--- config.mk ---
export PLATFORM = sky130hd
export DESIGN_NAME = prio_irq_ctrl
export DESIGN_NICKNAME = d
export VERILOG_FILES = /design/src/rtl/irq_pkg.sv /design/src/rtl/irq_ext_sense.sv /design/src/rtl/irq_flag_cell.sv /design/src/rtl/irq_arbiter.sv /design/src/rtl/irq_level_track.sv /design/src/rtl/prio_irq_ctrl.sv
export SDC_FILE = /design/constraint.sdc
export NUM_CORES = 1
export LEC_CHECK = 0
export ABC_AREA = 1
export BUFFER_PORTS_ARGS = -buffer_cell sky130_fd_sc_hd__buf_2
export CORE_UTILIZATION = 40
export CTS_BUF_LIST = sky130_fd_sc_hd__clkbuf_4
export CTS_CLUSTER_SIZE = 10
export DETAILED_ROUTE_END_ITERATION = 16
export SLEW_MARGIN = 20
export SYNTH_ARGS = -nofsm -noshare
export SYNTH_HDL_FRONTEND = slang
export SYNTH_SLANG_ARGS = --single-unit
--- constraint.sdc ---
create_clock -name clk -period 3.7 [get_ports clk]
set_input_delay 0.74 -clock clk [delete_from_list [all_inputs] [get_ports clk]]
set_output_delay 0.74 -clock clk [all_outputs]
set_load 0.01 [all_outputs]
--- src/rtl/irq_pkg.sv ---
package irq_pkg;
   localparam int unsigned NSRC  = 5;
   localparam int unsigned IDX_W = $clog2(NSRC);

   localparam int unsigned SRC_EX0 = 0;
   localparam int unsigned SRC_TM0 = 1;
   localparam int unsigned SRC_EX1 = 2;
   localparam int unsigned SRC_TM1 = 3;
   localparam int unsigned SRC_SER = 4;

   typedef enum logic [1:0] {
      RA_CTL = 2'd0,
      RA_SER = 2'd1,
      RA_ENA = 2'd2,
      RA_PRI = 2'd3
   } reg_addr_e;

   typedef struct packed {
      logic hi;
      logic lo;
   } isr_t;
endpackage

--- src/rtl/irq_ext_sense.sv ---
module irq_ext_sense (
   input  logic clk,
   input  logic rst_n,
   input  logic pin_n,
   input  logic edge_mode,
   input  logic sw_we,
   input  logic sw_val,
   input  logic ack_clr,
   output logic flag
);
   logic smp_q, smp_d_q, flag_q;
   logic fall;

   assign fall = smp_d_q & ~smp_q;

   always_ff @(posedge clk or negedge rst_n) begin
      if (!rst_n) begin
         smp_q   <= 1'b1;
         smp_d_q <= 1'b1;
         flag_q  <= 1'b0;
      end else begin
         smp_q   <= pin_n;
         smp_d_q <= smp_q;
         if (sw_we)
            flag_q <= sw_val;
         else if (!edge_mode)
            flag_q <= ~smp_q;
         else if (fall)
            flag_q <= 1'b1;
         else if (ack_clr)
            flag_q <= 1'b0;
      end
   end

   assign flag = flag_q;
endmodule

--- src/rtl/irq_flag_cell.sv ---
module irq_flag_cell #(
   parameter bit AUTO_CLR = 1'b1
) (
   input  logic clk,
   input  logic rst_n,
   input  logic set_evt,
   input  logic sw_we,
   input  logic sw_val,
   input  logic ack_clr,
   output logic flag
);
   logic flag_q;
   logic clr_eff;

   generate
      if (AUTO_CLR) begin : g_autoclr
         assign clr_eff = ack_clr;
      end else begin : g_keep
         logic unused_ack;
         assign unused_ack = ack_clr;
         assign clr_eff    = 1'b0;
      end
   endgenerate

   always_ff @(posedge clk or negedge rst_n) begin
      if (!rst_n)
         flag_q <= 1'b0;
      else if (sw_we)
         flag_q <= sw_val;
      else if (set_evt)
         flag_q <= 1'b1;
      else if (clr_eff)
         flag_q <= 1'b0;
   end

   assign flag = flag_q;
endmodule

--- src/rtl/irq_arbiter.sv ---
module irq_arbiter #(
   parameter int unsigned N         = 5,
   parameter bit          LSB_FIRST = 1'b1,
   localparam int unsigned IW       = (N > 1) ? $clog2(N) : 1
) (
   input  logic [N-1:0]  pend,
   input  logic [N-1:0]  pri,
   input  logic          busy_hi,
   input  logic          busy_lo,
   output logic          req,
   output logic [IW-1:0] idx,
   output logic          win_hi
);
   logic [N-1:0] hi_set, lo_set, cand;

   always_comb begin
      hi_set = pend & pri;
      lo_set = pend & ~pri;
      if (busy_hi)
         cand = '0;
      else if (busy_lo || (|hi_set))
         cand = hi_set;
      else
         cand = lo_set;
   end

   generate
      if (LSB_FIRST) begin : g_lsb
         always_comb begin
            idx = '0;
            for (int i = N - 1; i >= 0; i--)
               if (cand[i]) idx = IW'(i);
         end
      end else begin : g_msb
         always_comb begin
            idx = '0;
            for (int i = 0; i < N; i++)
               if (cand[i]) idx = IW'(i);
         end
      end
   endgenerate

   assign req    = |cand;
   assign win_hi = pri[idx];
endmodule

--- src/rtl/irq_level_track.sv ---
module irq_level_track
   import irq_pkg::*;
(
   input  logic clk,
   input  logic rst_n,
   input  logic take,
   input  logic take_hi,
   input  logic ret,
   output isr_t isr
);
   isr_t isr_q;

   always_ff @(posedge clk or negedge rst_n) begin
      if (!rst_n) begin
         isr_q <= '0;
      end else begin
         if (ret) begin
            if (isr_q.hi) isr_q.hi <= 1'b0;
            else          isr_q.lo <= 1'b0;
         end
         if (take) begin
            if (take_hi) isr_q.hi <= 1'b1;
            else         isr_q.lo <= 1'b1;
         end
      end
   end

   assign isr = isr_q;
endmodule

--- src/rtl/prio_irq_ctrl.sv ---
module prio_irq_ctrl
   import irq_pkg::*;
#(
   parameter int unsigned DATA_W    = 8,
   parameter int unsigned VEC_W     = 16,
   parameter int unsigned VEC_BASE  = 3,
   parameter int unsigned VEC_STEP  = 8,
   parameter bit          LSB_FIRST = 1'b1
) (
   input  logic              clk,
   input  logic              rst_n,
   input  logic              ext0_n,
   input  logic              ext1_n,
   input  logic              tmr0_ovf,
   input  logic              tmr1_ovf,
   input  logic              ser_rx_evt,
   input  logic              ser_tx_evt,
   input  logic              reg_we,
   input  logic [1:0]        reg_addr,
   input  logic [DATA_W-1:0] reg_wdata,
   output logic [DATA_W-1:0] reg_rdata,
   output logic              irq_req,
   output logic [VEC_W-1:0]  irq_vec,
   input  logic              vec_ack,
   input  logic              irq_ret
);
   localparam int unsigned VEC_TOP = VEC_BASE + (NSRC - 1) * VEC_STEP;

   generate
      if (DATA_W < 8) begin : g_bad_data
         $error("prio_irq_ctrl: DATA_W must be at least 8");
      end
      if (VEC_TOP >= (1 << VEC_W)) begin : g_bad_vec
         $error("prio_irq_ctrl: VEC_W too narrow for the vector table");
      end
   endgenerate

   logic ctl_we, ser_we, ena_we, pri_we;
   assign ctl_we = reg_we && (reg_addr == RA_CTL);
   assign ser_we = reg_we && (reg_addr == RA_SER);
   assign ena_we = reg_we && (reg_addr == RA_ENA);
   assign pri_we = reg_we && (reg_addr == RA_PRI);

   logic [1:0]      trig_q;
   logic            ea_q;
   logic [NSRC-1:0] en_q;
   logic [NSRC-1:0] pri_q;

   always_ff @(posedge clk or negedge rst_n) begin
      if (!rst_n) begin
         trig_q <= '0;
         ea_q   <= 1'b0;
         en_q   <= '0;
         pri_q  <= '0;
      end else begin
         if (ctl_we) trig_q <= {reg_wdata[2], reg_wdata[0]};
         if (ena_we) begin
            ea_q <= reg_wdata[7];
            en_q <= reg_wdata[NSRC-1:0];
         end
         if (pri_we) pri_q <= reg_wdata[NSRC-1:0];
      end
   end

   logic            take;
   logic [IDX_W-1:0] win_idx;
   logic            win_hi;
   logic [NSRC-1:0] ack_oh;
   logic [1:0]      ext_flag;
   logic [1:0]      tm_flag;
   logic [1:0]      ser_flag;
   logic [1:0]      tm_evt;
   logic [1:0]      ext_pin;
   logic [1:0]      ser_evt;

   assign take    = vec_ack & irq_req;
   assign ack_oh  = take ? (NSRC'(1) << win_idx) : '0;
   assign tm_evt  = {tmr1_ovf, tmr0_ovf};
   assign ext_pin = {ext1_n, ext0_n};
   assign ser_evt = {ser_tx_evt, ser_rx_evt};

   for (genvar k = 0; k < 2; k++) begin : g_ext
      localparam int unsigned FB = 1 + 2 * k;
      localparam int unsigned SI = 2 * k;
      irq_ext_sense u_sense (
         .clk       (clk),
         .rst_n     (rst_n),
         .pin_n     (ext_pin[k]),
         .edge_mode (trig_q[k]),
         .sw_we     (ctl_we),
         .sw_val    (reg_wdata[FB]),
         .ack_clr   (ack_oh[SI]),
         .flag      (ext_flag[k])
      );
   end

   for (genvar k = 0; k < 2; k++) begin : g_tmr
      localparam int unsigned FB = 5 + 2 * k;
      localparam int unsigned SI = 2 * k + 1;
      irq_flag_cell #(.AUTO_CLR(1'b1)) u_flag (
         .clk     (clk),
         .rst_n   (rst_n),
         .set_evt (tm_evt[k]),
         .sw_we   (ctl_we),
         .sw_val  (reg_wdata[FB]),
         .ack_clr (ack_oh[SI]),
         .flag    (tm_flag[k])
      );
   end

   for (genvar k = 0; k < 2; k++) begin : g_ser
      irq_flag_cell #(.AUTO_CLR(1'b0)) u_flag (
         .clk     (clk),
         .rst_n   (rst_n),
         .set_evt (ser_evt[k]),
         .sw_we   (ser_we),
         .sw_val  (reg_wdata[k]),
         .ack_clr (ack_oh[SRC_SER]),
         .flag    (ser_flag[k])
      );
   end

   logic [NSRC-1:0] raw, pend;
   assign raw  = {|ser_flag, tm_flag[1], ext_flag[1], tm_flag[0], ext_flag[0]};
   assign pend = raw & en_q & {NSRC{ea_q}};

   isr_t isr;

   irq_arbiter #(.N(NSRC), .LSB_FIRST(LSB_FIRST)) u_arb (
      .pend    (pend),
      .pri     (pri_q),
      .busy_hi (isr.hi),
      .busy_lo (isr.lo),
      .req     (irq_req),
      .idx     (win_idx),
      .win_hi  (win_hi)
   );

   irq_level_track u_lvl (
      .clk     (clk),
      .rst_n   (rst_n),
      .take    (take),
      .take_hi (win_hi),
      .ret     (irq_ret),
      .isr     (isr)
   );

   always_comb begin
      if (irq_req)
         irq_vec = VEC_W'(VEC_BASE) + VEC_W'(VEC_STEP) * VEC_W'(win_idx);
      else
         irq_vec = '0;
   end

   logic [7:0] rd8;
   always_comb begin
      unique case (reg_addr)
         RA_CTL:  rd8 = {tm_flag[1], 1'b0, tm_flag[0], 1'b0,
                         ext_flag[1], trig_q[1], ext_flag[0], trig_q[0]};
         RA_SER:  rd8 = {6'b0, ser_flag};
         RA_ENA:  rd8 = {ea_q, 2'b0, en_q};
         default: rd8 = {3'b0, pri_q};
      endcase
   end
   assign reg_rdata = DATA_W'(rd8);

   logic unused_bits;
   assign unused_bits = ^{reg_wdata, ack_oh[SRC_SER]};
endmodule

After elaboration in Yosys (flattened, before gate mapping). Cells that the tools add are included.

Add/subtract/negate cells: 1. Multiply operators: 0. Div/mod/pow operators: 0. Order comparisons: 1. Equal/unequal tests: 5. Shift operators: 1. Mux-type cells: 35. Bitwise logic cells: 10. Reductions and logical operators: 13.

Operator list (number): 8-bit case mux with 3 select lines (1); 1-bit two-way mux (22); 5-bit AND (4); 3-bit two-way mux (5); 5-bit two-way mux (2); 5-bit OR reduction (2); 4-bit by 2-bit != test with 1-bit output (second input constant) (2); 2-bit by 6-bit adder with 7-bit output (first input constant) (1); 7-bit two-way mux (1); 3-bit nonzero test (2); 5-bit NOT (1); 2-bit equality test (second input constant) (2); 1-bit logical AND (4); 3-bit by 4-bit less-than comparator with 1-bit output (second input constant) (1); 2-bit two-way mux (2); 4-bit two-way mux (1); 2-bit nonzero test (2); 1-bit by 3-bit << shifter with 4-bit output (first input constant) (1); 1-bit AND (3); 1-bit binary-select mux with 3-bit select (1); 2-bit by 1-bit equality test with 1-bit output (second input constant) (1); 2-bit logical NOT (1); 1-bit NOT (2); 2-bit OR reduction (1); 1-bit logical OR (1).

Bits in registers: 25. Bits in latches: 0. Bits in writable memories: 0. Memory bits (read-only): 0. Input bits: 21. Output and inout port bits: 25. Word-level logic and storage cells: 82. Memories kept: 0.

Longest topological paths before layout. Gate-level depths: netlist of the first run.

Word-level depth: 19. Mapped depth: 17. Depth with buffers taken out: 17.

By module. Synthesis of the first run repeated with hierarchy kept, for this count alone.

Cell total of the unflattened synthesis: 263. Area total of the unflattened synthesis: 1724.2 um^2.

Modules (own cells, without submodules): prio_irq_ctrl (instances 1, cells an instance 135, area an instance 890.9 um^2, seq. area each 325.3 um^2); irq_arbiter (instances 1, cells an instance 62, area an instance 295.3 um^2, seq. area each 0.0 um^2); irq_ext_sense (instances 2, cells an instance 16, area an instance 130.1 um^2, seq. area each 77.6 um^2); irq_flag_cell (g_tmr[0].u_flag ...) (instances 2, cells an instance 7, area an instance 55.1 um^2, seq. area each 25.0 um^2); irq_level_track (instances 1, cells an instance 10, area an instance 85.1 um^2, seq. area each 50.0 um^2); irq_flag_cell (g_ser[0].u_flag ...) (instances 2, cells an instance 5, area an instance 41.3 um^2, seq. area each 25.0 um^2).

Worst setup path after synthesis of the first run. OpenSTA, ideal clock, no wires.

Kind: input -> output. Start point: in reg_addr[0]. End point: out reg_rdata[1]. Data arrival time: 1.525 ns. Required time: 2.960 ns. Path slack: 1.435 ns. Stages: 6. Path buffers: 1. Cells stage by stage: clkbuf_1 -> nor2_1 -> inv_1 -> o21ai_0 -> a21oi_1 -> o21ai_0.

Cells in the longest elaborated chain, start to end: 2. Elaborated cells between the ends (all ways): 4. Classes of those cells: 2 x eq/ne; 1 x mux; 1 x reduce/logical.

RTL lines: start, declared (RTL line prio_irq_ctrl.sv:19) `input logic [1:0] reg_addr,`; 2-bit equality test (tied with other cells) (RTL line prio_irq_ctrl.sv:157) `unique case (reg_addr)`; 8-bit case mux with 3 select lines * (RTL line prio_irq_ctrl.sv:157); end, declared (RTL line prio_irq_ctrl.sv:21) `output logic [DATA_W-1:0] reg_rdata,`.

Every way passes the cells marked *; elsewhere a longest branch is shown, timed or not.

Worst setup path after layout of the first run.
Start point: reg g_ser[0].u_flag.flag_q. End point: out irq_vec[5].

Cells in the longest elaborated chain, start to end: 15. Elaborated cells between the ends (all ways): 17. Classes of those cells: 1 x add/sub; 8 x mux; 4 x bitwise; 4 x reduce/logical.

RTL lines: start, declared (RTL line irq_flag_cell.sv:12) `logic flag_q;`; start signal, assigned (RTL line irq_flag_cell.sv:29) `flag_q <= sw_val;`; 2-bit OR reduction * (RTL line prio_irq_ctrl.sv:124) `assign raw = {|ser_flag, tm_flag[1], ext_flag[1], tm_flag[0], ext_flag[0]};`; 5-bit AND * (2 in series) (RTL line prio_irq_ctrl.sv:125) `assign pend = raw & en_q & {NSRC{ea_q}};`; 5-bit AND (RTL line irq_arbiter.sv:17) `hi_set = pend & pri;`; 5-bit OR reduction (RTL line irq_arbiter.sv:21) `else if (busy_lo || (|hi_set))`; 1-bit logical OR (RTL line irq_arbiter.sv:21); 5-bit two-way mux * (RTL line irq_arbiter.sv:21); 5-bit two-way mux * (RTL line irq_arbiter.sv:19) `if (busy_hi)`; 3-bit two-way mux (5 in series) (RTL line irq_arbiter.sv:32) `if (cand[i]) idx = IW'(i);`; 2-bit by 6-bit adder with 7-bit output (RTL line prio_irq_ctrl.sv:150) `irq_vec = VEC_W'(VEC_BASE) + VEC_W'(VEC_STEP) * VEC_W'(win_idx);`; 7-bit two-way mux * (RTL line prio_irq_ctrl.sv:149) `if (irq_req)`; end, declared (RTL line prio_irq_ctrl.sv:23) `output logic [VEC_W-1:0] irq_vec,`.

Marks and branches as above.

==> results.cfg, run 1 <==
[detailed_routing]
totalWireLength_um = 3460
ant_nets = 0
dr_total_vias = 1403
initialDrtViolationCount = 62
dr.pass1.iters = 4
drc_errors = 0
detail_route.wl_per_cell_um = 11.6
via_per_inst = 4.72

[timing]
tightestPinTransition_ps = 562
fin_skew_ps = 2.79
fin_crit_ps = 2750
worst_hold_slack_ps = 371
max_slew_margin_pct = 62.5
setup-tns-final_ps = 0
fmax_mhz = 363
rsz0062_at_grt = false
setup_viol = 0
drv_slew = 0
fin_crit_sh_pct = 74.4
report.final.hold_viol_count = 0

[run_status]
status = finished, final reports clean

[logic_synthesis]
async_flop_share_pct = 100
yosysMostFrequentCell = nand2_1
synth_area_leaders = dfrtp_1, nand2_1, inv_1
synth_area_per_cell_um2 = 7.38
syn_inst = 218
synth.distinct_cells = 30
syn-cell-area_um2 = 1610
ys_seq_area_share_pct = 39.2
synth_top_area_share_pct = 32.7
ys_top_cells_by_count = nand2_1, inv_1, dfrtp_1, o21ai_0, nand3_1
synth-edff-count = 0
yosys_warnings = 0
synthFlopType = dfrtp_1
synth_top_cell_by_area = dfrtp_1
ys_ff_latch = 25

[global_route]
grt_max_degree = 26
antenna_found_initial = 0
grt_overflow = 0
grt_usage_pct = 18.2
grt_pass1_wl_um = 5910
first_global_vias = 1302

[clocking]
cts_tree = yes
cts_buffers = 3
ctsResizeCount = 0
cts_setup_buffers = 0
htree_levels = 1
clk_path_buf_depth = 2
clk-insertion-delay-late_ps = 330
clk_pin_slew_ps = 150
clockRootBuffer = clkbuf_4
ctsHoldBuffers = 0
cts_sinks = 25

[setup_path]
path_class = reg -> out
cp_top_family = simple AND/OR/NAND/NOR gates
cp_max_fo = 4
crit_buf_inv = 2
end_kind = output port
cp_cell_sequence = nor2_1 -> nor2_2 -> a21oi_2 -> nand2_2 -> nand2_1 -> nand3_2 -> nand2_2 -> nor2_4 -> nand2_2 -> clkinv_1 -> buf_2
cpMaxStageDelayCell = dfrtp_1
crit_required_ps = 2960
worstPathArrival_ps = 2010
slowest_delay_ps = 430
startpoint_type = flop
cpMostUsedCell = nand2_2

[floorplan]
initial_utilization_pct = 42.6
core-area_um2 = 3770
die_area_um2 = 4280
die_h_um = 65.4
std_cell_rows = 22
pin_count = 46
die_w_um = 65.4

[placed_design]
dp_hpwl_um = 2800
dp_cells = 293
gp_congestion = 0.869
io_buffer_count = 32

[cells_and_area]
antennaDiodeCount = 0
final_nets = 271
area_growth_pct = 11.2
stdcell_count = 297
drive_gt1_share_pct = 26.1

[power_and_ir_drop]
power_density_nw_per_um2 = 522
peakVddDrop_v = 0.000300
power.total_uw = 932
p_leak_nw = 0.925

[hold_path]
holdCritPathClass = in -> async

[flow_run]
maxCapViolCount = 0
[metal layers]
metal / vias up / track usage, % / share of wire, % / routed length (um)
met2: 34 / 28.7 / 44 / 1510
met3: 2 / 3.65 / 4.4 / 151
li1: 733 / - / - / -
met5: - / 0 / 0 / 0
met1: 634 / 26.0 / 52 / 1790
met4: 0 / 2.72 / 0.23 / 8
[final timing paths]
check | startpoint | to | slack (ps) | cells past startpoint
worst max-delay path | g_ser[0].u_flag.flag | irq_vec[5] | 950 | 11
worst min-delay path | rst_n | g_ext[0].u_sense.flag | 370 | 1
worst max register to register | g_ser[0].u_flag.flag | g_tmr[1].u_flag.flag | 1610 | 12
worst min register to register | g_ext[1].u_sense.smp_q | g_ext[1].u_sense.smp_d_q | 380 | 0
max in group asynchronous | rst_n | g_ext[1].u_sense.smp_q | 2950 | 1
min in group clk | g_ext[1].u_sense.smp_q | g_ext[1].u_sense.smp_d_q | 380 | 0
[sequential cells by signal, indices dropped and copies added, names as in the netlist]
register and flops:
en_q 5, pri_q 5, g_ext.u_sense.flag 2, g_ext.u_sense.smp_d_q 2
g_ext.u_sense.smp_q 2, g_ser.u_flag.flag 2, g_tmr.u_flag.flag 2, trig_q 2
u_lvl.isr 2, ea_q 1
[report_power, final]
part,total [mW],internal [mW],switching (mW)
clock network,0.138,0.0442,0.0936
registers,0.356,0.316,0.0400
logic,0.439,0.157,0.282
[stage by stage]
step                cell area, um2  worst slack (ps)  utilization [%]
floorplan                     1650              1430                -
global placement              1760              1160             46.6
detailed placement            1760              1140             46.6
CTS                           1790               941             47.4
global route                  1790               827             47.4
finish                        1790               948             47.4
[area by class of cell]
| cell class | instances | area [um2] |
|---|---|---|
| Clock buffer | 3 | 22.5 |
| Clock inverter | 1 | 8.76 |
| Multi-Input combinational cell | 155 | 782 |
| Sequential cell | 25 | 631 |
| Inverter | 33 | 124 |
| Fill cell | 402 | 1980 |
| Tap cell | 48 | 60.1 |
| Timing Repair Buffer | 32 | 160 |
[placed cells by master (no fill, tap or decap), types with 3 or more instances in the layout]
cell type	synthesis	layout
a21oi_1	5	5
buf_2	0	32
clkbuf_4	0	3
conb_1	1	12
dfrtp_1	21	21
dfstp_2	4	4
inv_1	31	31
nand2_1	49	49
nand2_2	9	9
nand3_1	15	15
nand3_2	4	4
nand4_1	4	4
nor2_1	14	14
nor2_2	3	3
o21ai_0	21	21
[cell families (layout without fill, tap and decap cells)]
logic type / count (synthesis) / count (layout) / synth area share, %
buf+inv: 49 / 69 / 14.7
flops: 25 / 25 / 39.2
other cells: 1 / 12 / 0.233
compound gates: 37 / 37 / 13.5
simple gates: 106 / 106 / 32.4
Note: power is estimated with default switching activity, not from simulation.
==> inputs of run 2 (changes only) <==
--- a/config.mk
+++ b/config.mk
@@ -11,6 +11,7 @@
 export CTS_BUF_LIST = sky130_fd_sc_hd__clkbuf_4
 export CTS_CLUSTER_SIZE = 10
 export DETAILED_ROUTE_END_ITERATION = 16
+export PLACE_DENSITY = 0.67
 export SLEW_MARGIN = 20
 export SYNTH_ARGS = -nofsm -noshare
 export SYNTH_HDL_FRONTEND = slang
==> constraint.sdc (replaced) <==
create_clock -name clk -period 2.32 [get_ports clk]
set_input_delay 0.464 -clock clk [delete_from_list [all_inputs] [get_ports clk]]
set_output_delay 0.464 -clock clk [all_outputs]
set_load 0.01 [all_outputs]
==> results.cfg, run 2 (synthesis results as in run 1) <==
[timing]
worst_hold_slack_ps = 105
report.final.hold_viol_count = 0
fmax_mhz = 423
rsz0062_at_grt = true
fin_skew_ps = 6.11
tightestPinTransition_ps = 565
max_slew_margin_pct = 62.3
fin_crit_ps = 2360
setup_slack_ps = -43.1
drv_slew = 0
fin_crit_sh_pct = 102
setup_viol = 6

[cells_and_area]
utilization_pct = 52.0
final_nets = 285
most-common-layout-cells = nand2_1, inv_1, buf_2, o21ai_0, dfrtp_1
reg_top3 = en_q: 5 flops, pri_q: 5 flops
drive_gt1_share_pct = 33.8
stdcell_count = 311
area_growth_pct = 21.9
antennaDiodeCount = 0
final_common_cell = nand2_1

[detailed_routing]
dr_total_vias = 1519
totalWireLength_um = 3760
drc_errors = 0
dr.pass1.iters = 4
ant_nets = 0
via_per_inst = 4.88
detail_route.wl_per_cell_um = 12.1
initialDrtViolationCount = 38

[global_route]
antenna_found_initial = 0
grt_usage_pct = 19.3
first_global_vias = 1400
grt_overflow = 0
grt_pass1_wl_um = 6270
grt_max_degree = 26

[clocking]
clk_path_buf_depth = 2
cts_tree = yes
clockRootBuffer = clkbuf_4
clk-insertion-delay-late_ps = 330
htree_levels = 1
clk_pin_slew_ps = 140
cts_sinks = 25
ctsHoldBuffers = 0
cts_buffers = 3

[setup_path]
reg2reg_slack_ps = 240
worstPathArrival_ps = 1900
cpMaxStageDelayCell = dfrtp_1
startpoint_type = flop
end_kind = output port
crit_required_ps = 1860
reg2reg_depth = 16
reg2reg_from = g_ser[0].u_flag.flag
cpMostUsedCell = nand2_2
r2r-end = u_lvl.isr[0]
cp_cell_sequence = nor2_2 -> nor2_4 -> a21oi_4 -> nand2_2 -> nand2_2 -> nand3_4 -> nand2_4 -> nor2_4 -> nand2_2 -> clkinv_2 -> buf_6
cp_max_fo = 4
slowest_delay_ps = 440
path_class = reg -> out

[floorplan]
initial_utilization_pct = 42.6
die_area_um2 = 4280
die_w_um = 65.4
core-area_um2 = 3770
pin_count = 46
die_h_um = 65.4
std_cell_rows = 22

[power_and_ir_drop]
power_density_nw_per_um2 = 847
power.total_mw = 1.66
peakVddDrop_v = 0.000358
p_leak_nw = 1.01

[placed_design]
io_buffer_count = 32
dp_hpwl_um = 2930
gp_congestion = 0.900
dp_cells = 296
place_ws_ps = 198

[flow_run]
maxCapViolCount = 0

[run_status]
status = finished, violations left
violations = negative setup slack

[hold_path]
holdCritPathClass = in -> async
[run 2: timing repair]
item                                    4_1_cts  5_1_grt
hold endpoints to repair                      0        0
buffers inserted                              5        6
endpoints found under the setup margin        6        6
pin swaps                                     5        4
resized for setup                            11        5
[run 2: worst max-delay path by stage]
stage,slack [ps],depth (start not counted),end,from
floorplan,370,12,irq_vec[0],ea_q
global placement,240,11,irq_vec[5],g_ser[0].u_flag.flag
detailed placement,200,11,irq_vec[5],g_ser[0].u_flag.flag
CTS,-50,12,irq_vec[3],ea_q
global route,-180,12,irq_vec[3],ea_q
finish,-40,11,irq_vec[5],g_ser[0].u_flag.flag
[run 2: power by group]
part | switching (mW) | leakage (nW) | internal, mW
sequential | 0.0709 | 0.291 | 0.504
clock | 0.133 | 0.0184 | 0.0791
combinational | 0.507 | 0.700 | 0.367
[run 2: area by class of cell]
type                       instances  area (um2)
sequential                        25         632
inverter                          33         125
clock buffer                       4        30.0
tap                               48        60.1
timing repair buffer              46         278
multi-input combinational        155         836
fill                             380        1810
[run 2: metal layers]
layer	vias up	wire, um	global-route usage (%)
met5	-	0	0
met4	0	51	7.61
met3	6	157	1.56
met2	49	1780	31.1
met1	704	1770	26.8
li1	760	-	-
[run 2: per-stage QoR]
stage	setup TNS [ps]	area, um2
after global routing	-1050	1960
after floorplan	0	1650
after CTS	-189	1890
final	-142	1960
after global placement	0	1780
after detailed placement	0	1780
[run 2: worst max-delay path: cells and delay by family, from the launching register on]
kind | cells | cell delay [ps]
flops | 1 | 440
compound gates | 1 | 200
buf+inv | 2 | 170
simple gates | 8 | 760
==> inputs of run 3 (changes only) <==
--- a/config.mk
+++ b/config.mk
@@ -11,7 +11,6 @@
 export CTS_BUF_LIST = sky130_fd_sc_hd__clkbuf_4
 export CTS_CLUSTER_SIZE = 10
 export DETAILED_ROUTE_END_ITERATION = 16
-export PLACE_DENSITY = 0.67
 export SLEW_MARGIN = 20
 export SYNTH_ARGS = -nofsm -noshare
 export SYNTH_HDL_FRONTEND = slang
==> constraint.sdc (replaced) <==
create_clock -name clk -period 2.5 [get_ports clk]
set_input_delay 0.5 -clock clk [delete_from_list [all_inputs] [get_ports clk]]
set_output_delay 0.5 -clock clk [all_outputs]
set_load 0.01 [all_outputs]
==> results.cfg, run 3 (synthesis results as in run 1) <==
[clocking]
clk_pin_slew_ps = 130
cts_buffers = 3
htree_levels = 1
ctsHoldBuffers = 0
cts_sinks = 25
clk_path_buf_depth = 2
clk-insertion-delay-late_ps = 310
clockRootBuffer = clkbuf_4
cts_tree = yes

[timing]
fin_crit_sh_pct = 101
fmax_mhz = 397
report.final.hold_viol_count = 0
setup_slack_ps = -16.5
max_slew_margin_pct = 63.1
tightestPinTransition_ps = 553
rsz0062_at_grt = true
fin_skew_ps = 9.01
fin_crit_ps = 2520
drv_slew = 0
setup_viol = 1

[cells_and_area]
final_nets = 278
fin_area_um2 = 1910
fillers = 394
multiInputGateArea_um2 = 841
area_growth_pct = 18.9
antennaDiodeCount = 0
final_common_cell = nand2_1
ff_latch_area_um2 = 632
drive_gt1_share_pct = 32.8
reg_top3 = en_q: 5 flops, pri_q: 5 flops
stdcell_count = 304
most-common-layout-cells = nand2_1, inv_1, buf_2, o21ai_0, dfrtp_1

[setup_path]
path_class = reg -> out
r2r-end = g_tmr[1].u_flag.flag
worstPathArrival_ps = 2020
cp_max_fo = 7
startpoint_type = flop
cp-endpoint = irq_vec[3]
reg2reg_depth = 14
crit_required_ps = 2000
reg2reg_from = ea_q
reg2reg_slack_ps = 400
end_kind = output port
crit_start = ea_q

[global_route]
grt_pass1_wl_um = 5760
grt_overflow = 0
grt_max_degree = 26
first_global_vias = 1239
antenna_found_initial = 0
grt_usage_pct = 17.8

[power_and_ir_drop]
combPwrFrac_pct = 52.9
pwr-share-clk_pct = 12.3
swShare_pct = 43.4
p_leak_nw = 0.978
p_int_uw = 865
p_seq_share_pct = 34.9
peakVddDrop_v = 0.000289
power_density_nw_per_um2 = 800
p_switching_uw = 664

[detailed_routing]
totalWireLength_um = 3680
detail_route.wl_per_cell_um = 12.1
dr_total_vias = 1432
ant_nets = 0
initialDrtViolationCount = 51
drc_errors = 0
dr.pass1.iters = 4
via_per_inst = 4.71

[floorplan]
initial_utilization_pct = 42.6
die_w_um = 65.4
pin_count = 46
core-area_um2 = 3770
die_area_um2 = 4280
std_cell_rows = 22
die_h_um = 65.4

[placed_design]
gp_congestion = 0.867
post_dp_cell_area_um2 = 1760
dp_cells = 294
dp_hpwl_um = 2810
io_buffer_count = 32

[run_status]
violations = negative setup slack
status = finished, violations left

[hold_path]
holdCritPathClass = in -> async

[flow_run]
maxCapViolCount = 0
==> run 3: changes by cell type in the layout (fill, tap and decap cells not counted) <==
cell / change
clkinv_2: -1
buf_4: -7
nand2_4: +1
nand2_1: -2
nand2_2: +1
nor2_2: +1
nor2_4: -1
inv_2: +1
==> run 3: how the worst min path moves through the flow <==
| stage | slack [ps] | to |
|---|---|---|
| finish | 150 | g_ser[1].u_flag.flag |
| global route | 180 | g_ser[1].u_flag.flag |
| CTS | 160 | g_ext[0].u_sense.flag |
| detailed placement | 360 | g_ext[1].u_sense.smp_d_q |
| global placement | 360 | g_ext[0].u_sense.smp_d_q |
| floorplan | 200 | ea_q |
==> run 3: area by class of cell <==
class,count,area share (%)
Inverter,33,6.48
Sequential cell,25,33.0
Multi-Input combinational cell,155,44.0
Timing Repair Buffer,39,11.8
Tap cell,48,3.14
Clock buffer,4,1.57
==> run 3: stage by stage <==
stage / setup TNS [ps] / power (mW) / setup slack [ps] / hold WS, ps / util [%]
finish: -16.5 / 1.53 / -16.5 / 151 / 50.7
detailed placement: 0 / 1.19 / 390 / 357 / 46.8
floorplan: 0 / 1.05 / 514 / 204 / -
CTS: 0 / 1.38 / 13.9 / 159 / 47.6
global placement: 0 / 1.18 / 374 / 356 / 46.8
global route: -362 / 1.66 / -163 / 183 / 50.7
==> run 3: worst max-delay path, cell delays in order, from the launching register on <==
cell and delay (ps):
dfrtp_2 480, inv_2 90, nor2_2 50, nand2_2 70, nand2_2 60, nor2_4 190
nand2_2 110, nand2_2 110, nand2_2 60, nor2_2 150, nand3_2 120, nand2_4 110
buf_6 100
==> run 3: power by group through the flow <==
stage               logic [mW]  registers (mW)  clock network [mW]
global route             0.901           0.543               0.212
CTS                      0.655           0.526               0.199
floorplan                0.531           0.517                   0
detailed placement       0.653           0.534                   0
global placement         0.648           0.533                   0
finish                   0.808           0.533               0.188
==> run 3: per-layer routing <==
metal	global-route usage (%)	share of wire (%)
met5	0	0
met1	26.0	48
met3	1.56	3.3
met4	6.52	1.5
met2	27.3	47
==> run 3: repair_timing <==
action,in CTS,in global routing
setup endpoints to repair,0,6
resized for setup,0,18
buffers inserted,0,6
